$ cat src/rtl/txb_pkg.sv
package txb_pkg;
   typedef enum logic [1:0] {
      FK_DATA = 2'd0,
      FK_IDLE = 2'd1,
      FK_BRK  = 2'd2,
      FK_MARK = 2'd3
   } frame_kind_e;
endpackage

$ cat src/rtl/txb_shift.sv
module txb_shift #(
   parameter int SR_W  = 13,
   parameter int CNT_W = 4
) (
   input  logic             clk,
   input  logic             rst_n,
   input  logic             tick,
   input  logic             load,
   input  logic [SR_W-1:0]  load_bits,
   input  logic [CNT_W-1:0] load_len,
   output logic             busy,
   output logic             frame_end,
   output logic             txd
);
   logic [SR_W-1:0]  sreg;
   logic [CNT_W-1:0] left;

   assign frame_end = busy & tick & (left == CNT_W'(1));
   assign txd       = busy ? sreg[0] : 1'b1;

   always_ff @(posedge clk or negedge rst_n) begin
      if (!rst_n) begin
         sreg <= '1;
         left <= '0;
         busy <= 1'b0;
      end else if (load) begin
         sreg <= load_bits;
         left <= load_len;
         busy <= 1'b1;
      end else if (busy && tick) begin
         sreg <= {1'b1, sreg[SR_W-1:1]};
         left <= left - CNT_W'(1);
         if (left == CNT_W'(1)) busy <= 1'b0;
      end
   end
endmodule

$ cat src/rtl/txb_seq.sv
module txb_seq
   import txb_pkg::*;
#(
   parameter int DATA_W      = 8,
   parameter int LIN_BRK_LEN = 13,
   parameter int SR_W        = 13,
   parameter int CNT_W       = 4
) (
   input  logic              clk,
   input  logic              rst_n,
   input  logic              cfg_en,
   input  logic              cfg_nine,
   input  logic              cfg_bit9,
   input  logic              cfg_brk,
   input  logic              cfg_lin,
   input  logic              wr_data,
   input  logic [DATA_W-1:0] wr_value,
   input  logic              busy,
   input  logic              frame_end,
   output logic              load,
   output logic [SR_W-1:0]   load_bits,
   output logic [CNT_W-1:0]  load_len,
   output logic              took_word,
   output logic              te_rise
);
   localparam logic [CNT_W-1:0] LEN_SHORT = CNT_W'(DATA_W + 2);
   localparam logic [CNT_W-1:0] LEN_LONG  = CNT_W'(DATA_W + 3);
   localparam logic [CNT_W-1:0] LEN_LIN   = CNT_W'(LIN_BRK_LEN);
   localparam logic [CNT_W-1:0] LEN_ONE   = CNT_W'(1);

   logic              en_q, idle_req, brk_sent, buf_full, buf_b9;
   logic [DATA_W-1:0] buf_val;
   logic              idle_pend, room, take_buf, take_direct;
   logic [DATA_W-1:0] src_val;
   logic              src_b9;
   frame_kind_e       kind;

   assign te_rise   = cfg_en & ~en_q;
   assign idle_pend = idle_req | te_rise;
   assign room      = cfg_en & (~busy | frame_end);
   assign took_word = take_buf | take_direct;
   assign src_val   = take_direct ? wr_value : buf_val;
   assign src_b9    = take_direct ? cfg_bit9 : buf_b9;

   // frame source priority: idle, break, mark, buffered word, direct write
   always_comb begin
      load        = 1'b0;
      kind        = FK_IDLE;
      take_buf    = 1'b0;
      take_direct = 1'b0;
      if (room) begin
         if (idle_pend) begin
            load = 1'b1; kind = FK_IDLE;
         end else if (cfg_brk) begin
            load = 1'b1; kind = FK_BRK;
         end else if (brk_sent) begin
            load = 1'b1; kind = FK_MARK;
         end else if (buf_full) begin
            load = 1'b1; kind = FK_DATA; take_buf = 1'b1;
         end else if (wr_data) begin
            load = 1'b1; kind = FK_DATA; take_direct = 1'b1;
         end
      end
   end

   always_comb begin
      load_bits = '1;
      load_len  = cfg_nine ? LEN_LONG : LEN_SHORT;
      case (kind)
         FK_DATA: begin
            load_bits[0]        = 1'b0;
            load_bits[DATA_W:1] = src_val;
            if (cfg_nine) load_bits[DATA_W+1] = src_b9;
         end
         FK_BRK: begin
            load_bits = '0;
            if (cfg_lin) load_len = LEN_LIN;
         end
         FK_MARK: load_len = LEN_ONE;
         default: ;
      endcase
   end

   always_ff @(posedge clk or negedge rst_n) begin
      if (!rst_n) begin
         en_q     <= 1'b0;
         idle_req <= 1'b0;
         brk_sent <= 1'b0;
         buf_full <= 1'b0;
         buf_b9   <= 1'b0;
         buf_val  <= '0;
      end else begin
         en_q <= cfg_en;
         if (load && kind == FK_IDLE)  idle_req <= 1'b0;
         else if (te_rise)             idle_req <= 1'b1;
         if (load && kind == FK_BRK)       brk_sent <= 1'b1;
         else if (load && kind == FK_MARK) brk_sent <= 1'b0;
         if (wr_data && !take_direct) begin
            buf_val  <= wr_value;
            buf_b9   <= cfg_bit9;
            buf_full <= 1'b1;
         end else if (take_buf || te_rise) begin
            buf_full <= 1'b0;
         end
      end
   end
endmodule

$ cat src/rtl/txb_flags.sv
module txb_flags #(
   parameter bit IRQ_REG = 1'b0
) (
   input  logic clk,
   input  logic rst_n,
   input  logic rd_status,
   input  logic wr_data,
   input  logic set_empty,
   input  logic set_done,
   input  logic ie_empty,
   input  logic ie_done,
   output logic flag_empty,
   output logic flag_done,
   output logic irq
);
   logic armed, clr, irq_raw;

   assign clr     = armed & wr_data;
   assign irq_raw = (flag_empty & ie_empty) | (flag_done & ie_done);

   always_ff @(posedge clk or negedge rst_n) begin
      if (!rst_n) begin
         armed      <= 1'b0;
         flag_empty <= 1'b1;
         flag_done  <= 1'b1;
      end else begin
         if (rd_status)    armed <= 1'b1;
         else if (wr_data) armed <= 1'b0;
         if (set_empty) flag_empty <= 1'b1;
         else if (clr)  flag_empty <= 1'b0;
         if (set_done)  flag_done <= 1'b1;
         else if (clr)  flag_done <= 1'b0;
      end
   end

   generate
      if (IRQ_REG) begin : g_irq_ff
         logic irq_q;
         always_ff @(posedge clk or negedge rst_n) begin
            if (!rst_n) irq_q <= 1'b0;
            else        irq_q <= irq_raw;
         end
         assign irq = irq_q;
      end else begin : g_irq_comb
         assign irq = irq_raw;
      end
   endgenerate
endmodule

$ cat src/rtl/uart_tx_brk.sv
module uart_tx_brk #(
   parameter int DATA_W      = 8,
   parameter int LIN_BRK_LEN = 13,
   parameter bit IRQ_REG     = 1'b0
) (
   input  logic              clk,
   input  logic              rst_n,
   input  logic              baud_tick,
   input  logic              cfg_en,
   input  logic              cfg_nine,
   input  logic              cfg_bit9,
   input  logic              cfg_brk,
   input  logic              cfg_lin,
   input  logic              ie_empty,
   input  logic              ie_done,
   input  logic              wr_data,
   input  logic [DATA_W-1:0] wr_value,
   input  logic              rd_status,
   output logic              txd,
   output logic              irq,
   output logic              flag_empty,
   output logic              flag_done
);
   localparam int FRM_W = DATA_W + 3;
   localparam int SR_W  = (FRM_W > LIN_BRK_LEN) ? FRM_W : LIN_BRK_LEN;
   localparam int CNT_W = $clog2(SR_W + 1);

   if (DATA_W < 5) begin : g_bad_width
      $error("uart_tx_brk: DATA_W must be at least 5");
   end
   if (LIN_BRK_LEN < DATA_W + 2) begin : g_bad_brk
      $error("uart_tx_brk: LIN_BRK_LEN shorter than a data frame");
   end

   logic              load_w, busy_w, fend_w, took_w, rise_w;
   logic [SR_W-1:0]   bits_w;
   logic [CNT_W-1:0]  len_w;

   txb_seq #(
      .DATA_W(DATA_W), .LIN_BRK_LEN(LIN_BRK_LEN), .SR_W(SR_W), .CNT_W(CNT_W)
   ) u_seq (
      .clk(clk), .rst_n(rst_n), .cfg_en(cfg_en), .cfg_nine(cfg_nine),
      .cfg_bit9(cfg_bit9), .cfg_brk(cfg_brk), .cfg_lin(cfg_lin),
      .wr_data(wr_data), .wr_value(wr_value), .busy(busy_w),
      .frame_end(fend_w), .load(load_w), .load_bits(bits_w),
      .load_len(len_w), .took_word(took_w), .te_rise(rise_w)
   );

   txb_shift #(.SR_W(SR_W), .CNT_W(CNT_W)) u_shift (
      .clk(clk), .rst_n(rst_n), .tick(baud_tick), .load(load_w),
      .load_bits(bits_w), .load_len(len_w), .busy(busy_w),
      .frame_end(fend_w), .txd(txd)
   );

   txb_flags #(.IRQ_REG(IRQ_REG)) u_flags (
      .clk(clk), .rst_n(rst_n), .rd_status(rd_status), .wr_data(wr_data),
      .set_empty(took_w | rise_w), .set_done(fend_w),
      .ie_empty(ie_empty), .ie_done(ie_done),
      .flag_empty(flag_empty), .flag_done(flag_done), .irq(irq)
   );
endmodule

$ cat config.mk
export PLATFORM = sky130hd
export DESIGN_NAME = uart_tx_brk
export DESIGN_NICKNAME = d
export VERILOG_FILES = /design/src/rtl/txb_pkg.sv /design/src/rtl/txb_shift.sv /design/src/rtl/txb_seq.sv /design/src/rtl/txb_flags.sv /design/src/rtl/uart_tx_brk.sv
export SDC_FILE = /design/constraint.sdc
export NUM_CORES = 1
export LEC_CHECK = 0
export BUFFER_PORTS_ARGS = -buffer_cell sky130_fd_sc_hd__buf_4
export CAP_MARGIN = 20
export CELL_PAD_IN_SITES_DETAIL_PLACEMENT = 0
export CELL_PAD_IN_SITES_GLOBAL_PLACEMENT = 1
export CORE_ASPECT_RATIO = 0.5
export CORE_UTILIZATION = 45
export CTS_CLUSTER_DIAMETER = 30
export DETAILED_ROUTE_END_ITERATION = 10
export PLACE_DENSITY = 0.82
export SLEW_MARGIN = 5
export SYNTH_ARGS = -nofsm -noshare
export SYNTH_HDL_FRONTEND = slang
export SYNTH_SLANG_ARGS = --single-unit
$ cat constraint.sdc
create_clock -name clk -period 5 [get_ports clk]
set_input_delay 0.75 -clock clk [delete_from_list [all_inputs] [get_ports clk]]
set_output_delay 0.75 -clock clk [all_outputs]
set_load 0.05 [all_outputs]
==> results of run 1 <==
## registers in the layout, indices dropped and copies added (netlist names)
name / flops
u_seq.en_q: 1
u_seq.buf_val: 8
u_shift.busy: 1
u_seq.idle_req: 1
u_shift.left: 4
u_seq.brk_sent: 1
u_seq.buf_full: 1
u_flags.armed: 1
u_shift.sreg: 13
u_flags.flag_empty: 1
u_seq.buf_b9: 1
u_flags.flag_done: 1
## power breakdown
group | internal (mW) | total [mW] | leakage, nW | switching, mW
logic | 0.167 | 0.390 | 0.463 | 0.222
registers | 0.405 | 0.471 | 0.376 | 0.0661
clock network | 0.213 | 0.319 | 0.0714 | 0.106
## worst max-delay path by stage
stage	slack, ns	endpoint	start	depth (start not counted)
floorplan	2.93	u_shift.sreg[2]	cfg_brk	6
detailed placement	2.07	u_seq.buf_val[1]	cfg_brk	6
CTS	2.36	u_seq.buf_val[1]	cfg_brk	6
global placement	2.14	u_seq.buf_val[5]	cfg_brk	6
finish	2.37	u_seq.buf_val[1]	cfg_brk	6
global route	2.25	u_seq.buf_val[7]	cfg_brk	6
## per-stage QoR
step           total power, mW  instance area, um2  util [%]  cells  setup WS (ns)
6_report                 1.180                2138     59.03    254          2.375
5_1_grt                  1.247                2138     59.03    254          2.245
4_1_cts                  1.182                2138     59.03    254          2.363
3_5_place_dp            0.8626                1996     55.10    246          2.069
3_3_place_gp            0.8527                1996     55.10    246          2.140
2_1_floorplan           0.7604                1797         -    179          2.932
## cell type report
class,instances,area [um2]
inverters,4,15.01
well taps,51,63.81
clock inverters,2,60.06
multi-input cells,133,867.1
clock buffers,6,82.58
repair buffers,24,180.2
fillers,322,1484
flip-flops and latches,34,869.6
## routing by layer
metal	share of wire (%)	global-route usage [%]	wire length (um)	vias to the layer above
li1	-	-	-	695
met1	51	28.35	2013	723
met2	42	30.91	1657	41
met3	5.4	5.116	213	7
met4	1.0	6.667	40	0
met5	0	0	0	-
## layout by cell type (no fill, tap or decap), types with 2 or more instances in the layout
| cell type | count |
|---|---|
| sky130_fd_sc_hd__a21o_1 | 2 |
| sky130_fd_sc_hd__a21oi_1 | 8 |
| sky130_fd_sc_hd__a22o_1 | 3 |
| sky130_fd_sc_hd__a31oi_1 | 2 |
| sky130_fd_sc_hd__a32o_1 | 7 |
| sky130_fd_sc_hd__and3_1 | 2 |
| sky130_fd_sc_hd__buf_4 | 24 |
| sky130_fd_sc_hd__bufinv_16 | 2 |
| sky130_fd_sc_hd__clkbuf_8 | 6 |
| sky130_fd_sc_hd__dfrtp_1 | 19 |
| sky130_fd_sc_hd__dfstp_2 | 15 |
| sky130_fd_sc_hd__ha_1 | 2 |
| sky130_fd_sc_hd__inv_1 | 4 |
| sky130_fd_sc_hd__mux2_2 | 9 |
| sky130_fd_sc_hd__mux2i_1 | 7 |
| sky130_fd_sc_hd__nand2_1 | 37 |
| sky130_fd_sc_hd__nand2b_1 | 3 |
| sky130_fd_sc_hd__nand3_1 | 3 |
| sky130_fd_sc_hd__nand3b_1 | 2 |
| sky130_fd_sc_hd__nor2_1 | 11 |
| sky130_fd_sc_hd__nor3_1 | 2 |
| sky130_fd_sc_hd__nor4_1 | 2 |
| sky130_fd_sc_hd__o21a_1 | 2 |
| sky130_fd_sc_hd__o21ai_0 | 6 |
| sky130_fd_sc_hd__o22ai_1 | 2 |
| sky130_fd_sc_hd__o31ai_1 | 2 |
| sky130_fd_sc_hd__o41ai_1 | 2 |
## cells by family (layout without fill, tap and decap cells)
family                     count (synthesis)  count (layout)  synth area share, %
AOI/OAI and AO/OA                         44              44                18.38
adders and majority gates                  2               2                1.393
buffers and inverters                     12              36                3.342
DFF                                       34              34                48.40
muxes                                     16              16                9.541
and+or+nand+nor                           71              71                18.94
==> impl_metrics.xml, run 1 <==
<?xml version="1.0" encoding="UTF-8"?>
<metrics>
  <group name="yosys">
    <metric name="seq_area_frac_synth" unit="%">48.40</metric>
    <metric name="postSynth.topFlopCell" unit="">sky130_fd_sc_hd__dfrtp_1</metric>
    <metric name="synth_common_cells" unit="">37 x sky130_fd_sc_hd__nand2_1, 19 x sky130_fd_sc_hd__dfrtp_1, 15 x sky130_fd_sc_hd__dfstp_2</metric>
    <metric name="synth_seq_cells" unit="">34</metric>
    <metric name="syn-num-nets" unit="">201</metric>
    <metric name="post-synth-top-count-cell" unit="">sky130_fd_sc_hd__nand2_1</metric>
    <metric name="fraction_of_registers_with_async_set_or_reset_after_synthesis" unit="%">100.0</metric>
    <metric name="netlist_area" unit="um2">1797</metric>
    <metric name="synth_edf_count" unit="">0</metric>
    <metric name="synth_cell_types" unit="">45</metric>
    <metric name="syn-instance-count" unit="">179</metric>
    <metric name="top_cells_by_area_in_the_synthesized_netlist" unit="">sky130_fd_sc_hd__dfrtp_1 26%, sky130_fd_sc_hd__dfstp_2 22%, sky130_fd_sc_hd__nand2_1 7.7%, sky130_fd_sc_hd__mux2_2 5.6%, sky130_fd_sc_hd__a32o_1 3.9%</metric>
    <metric name="netlist.area_leader.share" unit="%">26.46</metric>
    <metric name="synth.largest_area_cell" unit="">sky130_fd_sc_hd__dfrtp_1</metric>
    <metric name="ys.warnings.count" unit="">0</metric>
    <metric name="syn_area_cell" unit="um2">10.04</metric>
  </group>
  <group name="timing">
    <metric name="worst_pin_slew" unit="ns">0.9159</metric>
    <metric name="fmaxAchievable" unit="MHz">380.9</metric>
    <metric name="slew_violations" unit="">0</metric>
    <metric name="fin_crit" unit="ns">2.625</metric>
    <metric name="hold_ws" unit="ns">0.4035</metric>
    <metric name="max-slew-margin-rel" unit="%">38.61</metric>
    <metric name="hold_viol_final" unit="">0</metric>
    <metric name="final.setup_skew" unit="ns">0.007079</metric>
    <metric name="rsz0062_at_grt" unit="">false</metric>
    <metric name="layout_worst_path_cycle_share" unit="%">52.51</metric>
    <metric name="setup-violations-final" unit="">0</metric>
    <metric name="setup-tns-final" unit="ns">0</metric>
  </group>
  <group name="die">
    <metric name="start_util" unit="%">49.60</metric>
    <metric name="floorplan.die_area" unit="um2">4265</metric>
    <metric name="floorplan.die.width" unit="um">91.36</metric>
    <metric name="top_level_ports" unit="">24</metric>
    <metric name="std_cell_rows" unit="">15</metric>
    <metric name="core_area" unit="um2">3622</metric>
    <metric name="fp.dieH" unit="um">46.68</metric>
  </group>
  <group name="power">
    <metric name="cell_pwr_density" unit="nW/um2">551.7</metric>
    <metric name="max-vdd-ir-drop" unit="mV">0.2099</metric>
    <metric name="total_leakage_power" unit="nW">0.9102</metric>
  </group>
  <group name="routing">
    <metric name="dr.pass1.iters" unit="">4</metric>
    <metric name="vias_per_instance" unit="">5.772</metric>
    <metric name="postRouteWirelength" unit="mm">3.926</metric>
    <metric name="remaining_drc_errors" unit="">0</metric>
    <metric name="ant_nets" unit="">0</metric>
    <metric name="vias" unit="">1466</metric>
    <metric name="drtIter0Drc" unit="">54</metric>
    <metric name="wire_per_inst" unit="um">15.46</metric>
  </group>
  <group name="cts">
    <metric name="clock_tree.root_cell" unit="">sky130_fd_sc_hd__clkbuf_8</metric>
    <metric name="worst_skew_pair.late_latency" unit="ns">0.29</metric>
    <metric name="cts_max_path_buffers" unit="">2</metric>
    <metric name="cts_num_sinks" unit="">34</metric>
    <metric name="cts_hold_repair.buffers" unit="">0</metric>
    <metric name="ctsHtreeMaxLevel" unit="">2</metric>
    <metric name="cts-buffers-inserted" unit="">5</metric>
    <metric name="post_cts_buffers" unit="">0</metric>
    <metric name="tritoncts" unit="">built</metric>
    <metric name="path_clk_slew" unit="ns">0.07</metric>
    <metric name="cts_repair_resize_count" unit="">0</metric>
  </group>
  <group name="worst_setup_path">
    <metric name="nature_of_the_critical_path_endpoint" unit="">flop</metric>
    <metric name="worst_r2r_endpoint" unit="">u_seq.buf_val[1]</metric>
    <metric name="worst-path-max-fanout" unit="">11</metric>
    <metric name="crit_family" unit="">simple AND/OR/NAND/NOR gates</metric>
    <metric name="cp_data_required_time" unit="ns">5.17</metric>
    <metric name="path_cells" unit="">buf_4 -&gt; or3_4 -&gt; nor3_2 -&gt; nand2_1 -&gt; nand2_2 -&gt; mux2_2</metric>
    <metric name="critical_path.slowest_cell" unit="">sky130_fd_sc_hd__nor3_2</metric>
    <metric name="ff2ff_path_depth" unit="">5</metric>
    <metric name="crit-reg2reg-launch" unit="">u_seq.brk_sent</metric>
    <metric name="critical-path-max-stage-delay" unit="ns">0.75</metric>
    <metric name="element_type_at_the_critical_path_start" unit="">primary input</metric>
    <metric name="critPathKind" unit="">in2reg</metric>
    <metric name="reg2reg_setup_slack" unit="ns">2.53</metric>
    <metric name="critPathBufInv" unit="">1</metric>
    <metric name="critical_path_arrival" unit="ns">2.80</metric>
  </group>
  <group name="global_routing">
    <metric name="grt_antenna_before_repair" unit="">0</metric>
    <metric name="globalRoute.totalOverflow" unit="">0</metric>
    <metric name="groute.usage.overall" unit="%">20.20</metric>
    <metric name="grt_start_max_net_pins" unit="">35</metric>
    <metric name="global_route_wire_length_before_repair" unit="mm">6.403</metric>
    <metric name="grt_pass1_vias" unit="">1293</metric>
  </group>
  <group name="layout">
    <metric name="layout-area-overhead-vs-synth" unit="%">19.01</metric>
    <metric name="drive_above_1_share" unit="%">32.02</metric>
    <metric name="diodes_inserted" unit="">0</metric>
    <metric name="layout.nets" unit="">224</metric>
  </group>
  <group name="worst_hold_path">
    <metric name="min-delay-path-class" unit="">in2async</metric>
  </group>
  <group name="place">
    <metric name="place_congestion" unit="">0.7762</metric>
    <metric name="dp_hpwl" unit="mm">2.762</metric>
    <metric name="place.port_buffers" unit="">23</metric>
  </group>
  <group name="run">
    <metric name="cap_viol_max_count" unit="">0</metric>
  </group>
  <group name="status">
    <metric name="outcome" unit="">completed</metric>
  </group>
</metrics>
No activity file was read; power rests on OpenSTA's default activity.
==> run 2, diff against run 1 <==
CORE_UTILIZATION = 40   (was 45)
PLACE_DENSITY = 0.77   (was 0.82)
clock period = 2.2 ns   (was 5 ns; I/O delays follow)
==> impl_metrics.xml, run 2 (synthesis gave the netlist of run 1 again) <==
<?xml version="1.0" encoding="UTF-8"?>
<metrics>
  <group name="status">
    <metric name="outcome" unit="">completed</metric>
  </group>
  <group name="layout">
    <metric name="largest_reg_flops" unit="">13</metric>
    <metric name="most-common-layout-cells" unit="">37 x sky130_fd_sc_hd__nand2_1, 28 x sky130_fd_sc_hd__buf_4, 19 x sky130_fd_sc_hd__dfrtp_1</metric>
    <metric name="layout-area-overhead-vs-synth" unit="%">18.59</metric>
    <metric name="layout.cells.most_common" unit="">sky130_fd_sc_hd__nand2_1</metric>
    <metric name="n_fill_cell" unit="">383</metric>
    <metric name="reg_top3" unit="">u_shift.sreg x13, u_seq.buf_val x8, u_shift.left x4</metric>
    <metric name="layout.nets" unit="">229</metric>
    <metric name="post_layout_nonfiller_instances" unit="">262</metric>
    <metric name="drive_above_1_share" unit="%">33.17</metric>
    <metric name="register_with_the_highest_flop_count" unit="">u_shift.sreg</metric>
    <metric name="post-route-cell-area" unit="um2">2131</metric>
    <metric name="diodes_inserted" unit="">0</metric>
  </group>
  <group name="die">
    <metric name="start_util" unit="%">43.78</metric>
    <metric name="fp.dieH" unit="um">49.39</metric>
    <metric name="floorplan.die_area" unit="um2">4780</metric>
    <metric name="core_area" unit="um2">4104</metric>
    <metric name="floorplan.die.width" unit="um">96.78</metric>
    <metric name="top_level_ports" unit="">24</metric>
    <metric name="std_cell_rows" unit="">16</metric>
  </group>
  <group name="timing">
    <metric name="final.setup_skew" unit="ns">0.004982</metric>
    <metric name="fin_crit" unit="ns">2.053</metric>
    <metric name="hold_viol_final" unit="">0</metric>
    <metric name="max-slew-margin-rel" unit="%">57.51</metric>
    <metric name="setup-tns-final" unit="ns">0</metric>
    <metric name="setup-violations-final" unit="">0</metric>
    <metric name="worst_pin_slew" unit="ns">0.6374</metric>
    <metric name="slew_violations" unit="">0</metric>
    <metric name="fmaxAchievable" unit="MHz">487.2</metric>
    <metric name="rsz0062_at_grt" unit="">false</metric>
    <metric name="layout_worst_path_cycle_share" unit="%">93.30</metric>
    <metric name="worst_slack" unit="ns">0.1474</metric>
  </group>
  <group name="cts">
    <metric name="ctsHtreeMaxLevel" unit="">2</metric>
    <metric name="worst_skew_pair.late_latency" unit="ns">0.29</metric>
    <metric name="cts-buffers-inserted" unit="">5</metric>
    <metric name="tritoncts" unit="">built</metric>
    <metric name="cts_num_sinks" unit="">34</metric>
    <metric name="path_clk_slew" unit="ns">0.07</metric>
    <metric name="cts_max_path_buffers" unit="">2</metric>
    <metric name="post_cts_buffers" unit="">0</metric>
    <metric name="clock_tree.root_cell" unit="">sky130_fd_sc_hd__clkbuf_8</metric>
  </group>
  <group name="worst_setup_path">
    <metric name="critPathKind" unit="">reg2reg</metric>
    <metric name="element_type_at_the_critical_path_start" unit="">flop</metric>
    <metric name="cp_data_required_time" unit="ns">2.42</metric>
    <metric name="reg2reg_setup_slack" unit="ns">0.15</metric>
    <metric name="critical_path_arrival" unit="ns">2.27</metric>
    <metric name="nature_of_the_critical_path_endpoint" unit="">flop</metric>
    <metric name="worst-path-max-fanout" unit="">7</metric>
  </group>
  <group name="global_routing">
    <metric name="globalRoute.totalOverflow" unit="">0</metric>
    <metric name="grt_antenna_before_repair" unit="">0</metric>
    <metric name="grt_pass1_vias" unit="">1432</metric>
    <metric name="groute.usage.overall" unit="%">18.66</metric>
    <metric name="grt_start_max_net_pins" unit="">35</metric>
    <metric name="global_route_wire_length_before_repair" unit="mm">6.941</metric>
  </group>
  <group name="place">
    <metric name="placed_cells_incl_taps" unit="">253</metric>
    <metric name="dp_hpwl" unit="mm">2.791</metric>
    <metric name="place.port_buffers" unit="">23</metric>
    <metric name="dpl_worst_slack" unit="ns">0.1781</metric>
    <metric name="post_dp_cell_area" unit="um2">2029</metric>
    <metric name="place_congestion" unit="">0.8060</metric>
  </group>
  <group name="routing">
    <metric name="wire_per_inst" unit="um">15.39</metric>
    <metric name="dr.pass1.iters" unit="">4</metric>
    <metric name="vias" unit="">1464</metric>
    <metric name="postRouteWirelength" unit="mm">4.031</metric>
    <metric name="vias_per_instance" unit="">5.588</metric>
    <metric name="drtIter0Drc" unit="">68</metric>
    <metric name="ant_nets" unit="">0</metric>
    <metric name="remaining_drc_errors" unit="">0</metric>
  </group>
  <group name="power">
    <metric name="max-vdd-ir-drop" unit="mV">0.4997</metric>
    <metric name="total_leakage_power" unit="nW">0.9015</metric>
    <metric name="cell_pwr_density" unit="nW/um2">1157</metric>
  </group>
  <group name="worst_hold_path">
    <metric name="min-delay-path-class" unit="">in2reg</metric>
  </group>
  <group name="run">
    <metric name="cap_viol_max_count" unit="">0</metric>
  </group>
</metrics>
==> run 2: cell types whose count changed in the layout (fill, tap and decap cells not counted), sizes merged <==
| cell | previous run | this run |
|---|---|---|
| buf | 24 | 28 |
| dlygate4sd3 | 0 | 1 |
| clkinv | 0 | 1 |
| bufinv | 2 | 0 |
| clkbuf | 6 | 7 |
==> run 2: per-stage QoR <==
step | hold WS [ns] | utilization, % | power, mW
6_report | 0.1844 | 51.92 | 2.465
5_1_grt | 0.1719 | 51.92 | 2.653
4_1_cts | 0.1779 | 51.92 | 2.481
3_5_place_dp | 0.3041 | 49.45 | 1.983
3_3_place_gp | 0.3064 | 49.45 | 1.961
2_1_floorplan | 0.03441 | - | 1.728
==> run 2: worst paths after layout <==
kind                            startpoint           endpoint  cells past startpoint
hold / removal                      cfg_en         u_seq.en_q                      1
hold reg to reg              u_flags.armed      u_flags.armed                      1
setup / recovery           u_shift.left[1]    u_shift.sreg[9]                      7
min in group asynchronous            rst_n   u_seq.buf_val[3]                      2
setup reg to reg           u_shift.left[1]    u_shift.sreg[9]                      7
max in group asynchronous            rst_n  u_flags.flag_done                      2
==> run 2: area by class of cell <==
class	count	area (um2)	area share, %
clock inverter	1	5.005	0.2349
clock buffer	7	86.33	4.052
multi-input combinational	133	867.1	40.69
inverter	4	15.01	0.7046
sequential	34	869.6	40.81
tap	54	67.56	3.171
timing repair buffer	29	220.2	10.33
==> run 2: per-layer routing <==
metal  part of all wire, %  GRT usage [%]  vias up
met3                   4.8          4.871        6
met4                   1.3          6.965        0
li1                      -              -      701
met5                     0              0        -
met2                    44          29.23       46
met1                    50          25.00      711
==> run 2: what timing repair did <==
action | in CTS | in global routing
gates resized for setup | 0 | 1
endpoints found under the hold margin | 19 | 0
endpoints found under the setup margin | 0 | 4
hold buffers | 1 | 0
==> run 2: power breakdown <==
part	total, mW	switching, mW	internal, mW	leakage (nW)
combinational	0.913	0.514	0.399	0.477
clock	0.481	0.229	0.253	0.0482
sequential	1.07	0.150	0.920	0.376
==> run 2: worst max-delay path, stage by stage (launching register included) <==
cell                        delay, ns
sky130_fd_sc_hd__dfrtp_1         0.38
sky130_fd_sc_hd__inv_1           0.10
sky130_fd_sc_hd__ha_1            0.17
sky130_fd_sc_hd__nand4bb_1       0.16
sky130_fd_sc_hd__a21bo_2         0.31
sky130_fd_sc_hd__o41ai_1         0.51
sky130_fd_sc_hd__a311oi_2        0.16
sky130_fd_sc_hd__o22a_1          0.20
==> run 3, diff against run 2 <==
CORE_UTILIZATION = 44   (was 40)
CTS_CLUSTER_SIZE = 8   (was default)
PLACE_DENSITY = 0.8   (was 0.77)
clock period = 2.3 ns   (was 2.2 ns; I/O delays follow)
==> impl_metrics.xml, run 3 (synthesis gave the netlist of run 1 again) <==
<?xml version="1.0" encoding="UTF-8"?>
<metrics>
  <group name="timing">
    <metric name="hold_viol_final" unit="">3</metric>
    <metric name="fin_crit" unit="ns">2.163</metric>
    <metric name="worst_pin_slew" unit="ns">0.6334</metric>
    <metric name="hold_ws" unit="ns">-0.007617</metric>
    <metric name="layout_worst_path_cycle_share" unit="%">94.03</metric>
    <metric name="rsz0062_at_grt" unit="">false</metric>
    <metric name="setup-violations-final" unit="">0</metric>
    <metric name="final.setup_skew" unit="ns">0.01016</metric>
    <metric name="setup-tns-final" unit="ns">0</metric>
    <metric name="max-slew-margin-rel" unit="%">57.39</metric>
    <metric name="slew_violations" unit="">0</metric>
    <metric name="fmaxAchievable" unit="MHz">462.4</metric>
    <metric name="worst_slack" unit="ns">0.1373</metric>
  </group>
  <group name="layout">
    <metric name="layout.nets" unit="">228</metric>
    <metric name="register_with_the_highest_flop_count" unit="">u_shift.sreg</metric>
    <metric name="drive_above_1_share" unit="%">33.33</metric>
    <metric name="layout.cells.most_common" unit="">sky130_fd_sc_hd__nand2_1</metric>
    <metric name="final_util" unit="%">58.53</metric>
    <metric name="n_fill_cell" unit="">330</metric>
    <metric name="post_layout_nonfiller_instances" unit="">258</metric>
    <metric name="most-common-layout-cells" unit="">37 x sky130_fd_sc_hd__nand2_1, 28 x sky130_fd_sc_hd__buf_4, 19 x sky130_fd_sc_hd__dfrtp_1</metric>
    <metric name="diodes_inserted" unit="">0</metric>
    <metric name="post-route-cell-area" unit="um2">2142</metric>
    <metric name="largest_reg_flops" unit="">13</metric>
    <metric name="layout-area-overhead-vs-synth" unit="%">19.22</metric>
    <metric name="reg_top3" unit="">u_shift.sreg x13, u_seq.buf_val x8, u_shift.left x4</metric>
  </group>
  <group name="worst_setup_path">
    <metric name="worst_r2r_endpoint" unit="">u_shift.left[0]</metric>
    <metric name="critical_path.slowest_cell" unit="">sky130_fd_sc_hd__nor4_1</metric>
    <metric name="ff2ff_path_depth" unit="">7</metric>
    <metric name="critical_path_arrival" unit="ns">2.35</metric>
    <metric name="critical-path-max-stage-delay" unit="ns">0.56</metric>
    <metric name="reg2reg_setup_slack" unit="ns">0.14</metric>
    <metric name="path_cells" unit="">inv_1 -&gt; ha_1 -&gt; nand4bb_1 -&gt; a21bo_2 -&gt; nor4_1 -&gt; nor3_1 -&gt; o31ai_1</metric>
    <metric name="cp_data_required_time" unit="ns">2.49</metric>
    <metric name="crit-reg2reg-launch" unit="">u_shift.left[1]</metric>
    <metric name="critPathKind" unit="">reg2reg</metric>
    <metric name="element_type_at_the_critical_path_start" unit="">flop</metric>
    <metric name="nature_of_the_critical_path_endpoint" unit="">flop</metric>
    <metric name="worst-path-max-fanout" unit="">7</metric>
  </group>
  <group name="power">
    <metric name="power_switching" unit="mW">0.8419</metric>
    <metric name="max-vdd-ir-drop" unit="mV">0.4247</metric>
    <metric name="design_power_total" unit="mW">2.454</metric>
    <metric name="total_leakage_power" unit="nW">0.9075</metric>
    <metric name="sequentialPowerShare" unit="%">41.7</metric>
    <metric name="p_sw_share" unit="%">34.30</metric>
    <metric name="power.internal" unit="mW">1.613</metric>
    <metric name="combPwrFrac" unit="%">35.2</metric>
    <metric name="cell_pwr_density" unit="nW/um2">1146</metric>
    <metric name="power.share.clock" unit="%">23.1</metric>
  </group>
  <group name="place">
    <metric name="placed_cells_incl_taps" unit="">250</metric>
    <metric name="dp_hpwl" unit="mm">2.766</metric>
    <metric name="place.port_buffers" unit="">23</metric>
    <metric name="place_congestion" unit="">0.8221</metric>
    <metric name="post_dp_cell_area" unit="um2">2026</metric>
    <metric name="dpl_worst_slack" unit="ns">0.2251</metric>
  </group>
  <group name="routing">
    <metric name="drtIter0Drc" unit="">50</metric>
    <metric name="vias" unit="">1445</metric>
    <metric name="highest_routed_metal_layer" unit="">met4</metric>
    <metric name="wl_met3" unit="um">200</metric>
    <metric name="met2_wirelength" unit="mm">1.681</metric>
    <metric name="wire_per_inst" unit="um">14.93</metric>
    <metric name="postRouteWirelength" unit="mm">3.852</metric>
    <metric name="routedLengthMet1" unit="mm">1.950</metric>
    <metric name="dr.pass1.iters" unit="">4</metric>
    <metric name="remaining_drc_errors" unit="">0</metric>
    <metric name="ant_nets" unit="">0</metric>
    <metric name="vias_per_instance" unit="">5.601</metric>
  </group>
  <group name="cts">
    <metric name="ctsHtreeMaxLevel" unit="">2</metric>
    <metric name="cts_max_path_buffers" unit="">2</metric>
    <metric name="post_cts_buffers" unit="">0</metric>
    <metric name="worst_skew_pair.late_latency" unit="ns">0.28</metric>
    <metric name="cts-buffers-inserted" unit="">5</metric>
    <metric name="cts_num_sinks" unit="">34</metric>
    <metric name="tritoncts" unit="">built</metric>
    <metric name="cts_hold_repair.buffers" unit="">0</metric>
    <metric name="path_clk_slew" unit="ns">0.07</metric>
    <metric name="clock_tree.root_cell" unit="">sky130_fd_sc_hd__clkbuf_8</metric>
  </group>
  <group name="run">
    <metric name="cap_viol_max_count" unit="">0</metric>
  </group>
  <group name="worst_hold_path">
    <metric name="min-delay-path-class" unit="">in2async</metric>
  </group>
  <group name="global_routing">
    <metric name="grt_start_max_net_pins" unit="">35</metric>
    <metric name="grt_antenna_before_repair" unit="">0</metric>
    <metric name="grt_pass1_vias" unit="">1359</metric>
    <metric name="groute.usage.overall" unit="%">20.09</metric>
    <metric name="global_route_wire_length_before_repair" unit="mm">6.520</metric>
    <metric name="globalRoute.totalOverflow" unit="">0</metric>
  </group>
  <group name="status">
    <metric name="outcome" unit="">finished, violations left</metric>
    <metric name="violations" unit="">negative hold slack</metric>
  </group>
  <group name="die">
    <metric name="floorplan.die_area" unit="um2">4358</metric>
    <metric name="floorplan.die.width" unit="um">92.37</metric>
    <metric name="core_area" unit="um2">3660</metric>
    <metric name="top_level_ports" unit="">24</metric>
    <metric name="std_cell_rows" unit="">15</metric>
    <metric name="start_util" unit="%">49.09</metric>
    <metric name="fp.dieH" unit="um">47.19</metric>
  </group>
</metrics>
run 3: cell count changes in the layout (fill, tap and decap cells not counted):
cell                            delta
sky130_fd_sc_hd__bufinv_16         +1
sky130_fd_sc_hd__clkinv_2          -1
sky130_fd_sc_hd__dlygate4sd3_1     -1
run 3: cell type report:
class / count / area, um2 / area share [%]
clock buffers: 7 / 86.33 / 4.030
clock inverters: 1 / 30.03 / 1.402
inverters: 4 / 15.01 / 0.7009
multi-input cells: 133 / 867.1 / 40.48
flip-flops and latches: 34 / 869.6 / 40.60
well taps: 51 / 63.81 / 2.979
repair buffers: 28 / 210.2 / 9.813
run 3: how the worst max path moves through the flow:
stage                    start              end  cells after the start
2_1_floorplan  u_shift.left[1]     u_seq.buf_b9                      8
3_3_place_gp   u_shift.left[1]  u_shift.left[0]                      7
3_5_place_dp   u_shift.left[1]  u_shift.left[0]                      7
4_1_cts        u_shift.left[1]  u_shift.left[0]                      7
5_1_grt        u_shift.left[1]  u_shift.left[0]                      7
6_report       u_shift.left[1]  u_shift.left[0]                      7
run 3: critical path: cells and delay by family, from the launching register on:
family | cells | cell delay, ns
buf+inv | 1 | 0.10
compound gates | 2 | 0.58
simple gates | 3 | 0.84
fa+ha+maj | 1 | 0.18
flops | 1 | 0.38
run 3: layer usage:
metal | track usage [%] | vias up
met5 | 0 | -
met4 | 5.625 | 0
met3 | 5.016 | 2
met2 | 32.59 | 33
met1 | 27.53 | 712
li1 | - | 698
run 3: timing repair:
| action | in CTS | in global routing |
|---|---|---|
| setup endpoints to repair | 0 | 6 |
| endpoints found under the hold margin | 0 | 0 |
| resized for setup | 0 | 1 |
run 3: power by group through the flow:
stage	Combinational [mW]	Clock [mW]	Sequential (mW)
5_1_grt	0.958	0.600	1.06
3_3_place_gp	0.850	0	1.02
3_5_place_dp	0.866	0	1.03
2_1_floorplan	0.628	0	1.03
6_report	0.864	0.567	1.02
4_1_cts	0.869	0.574	1.02
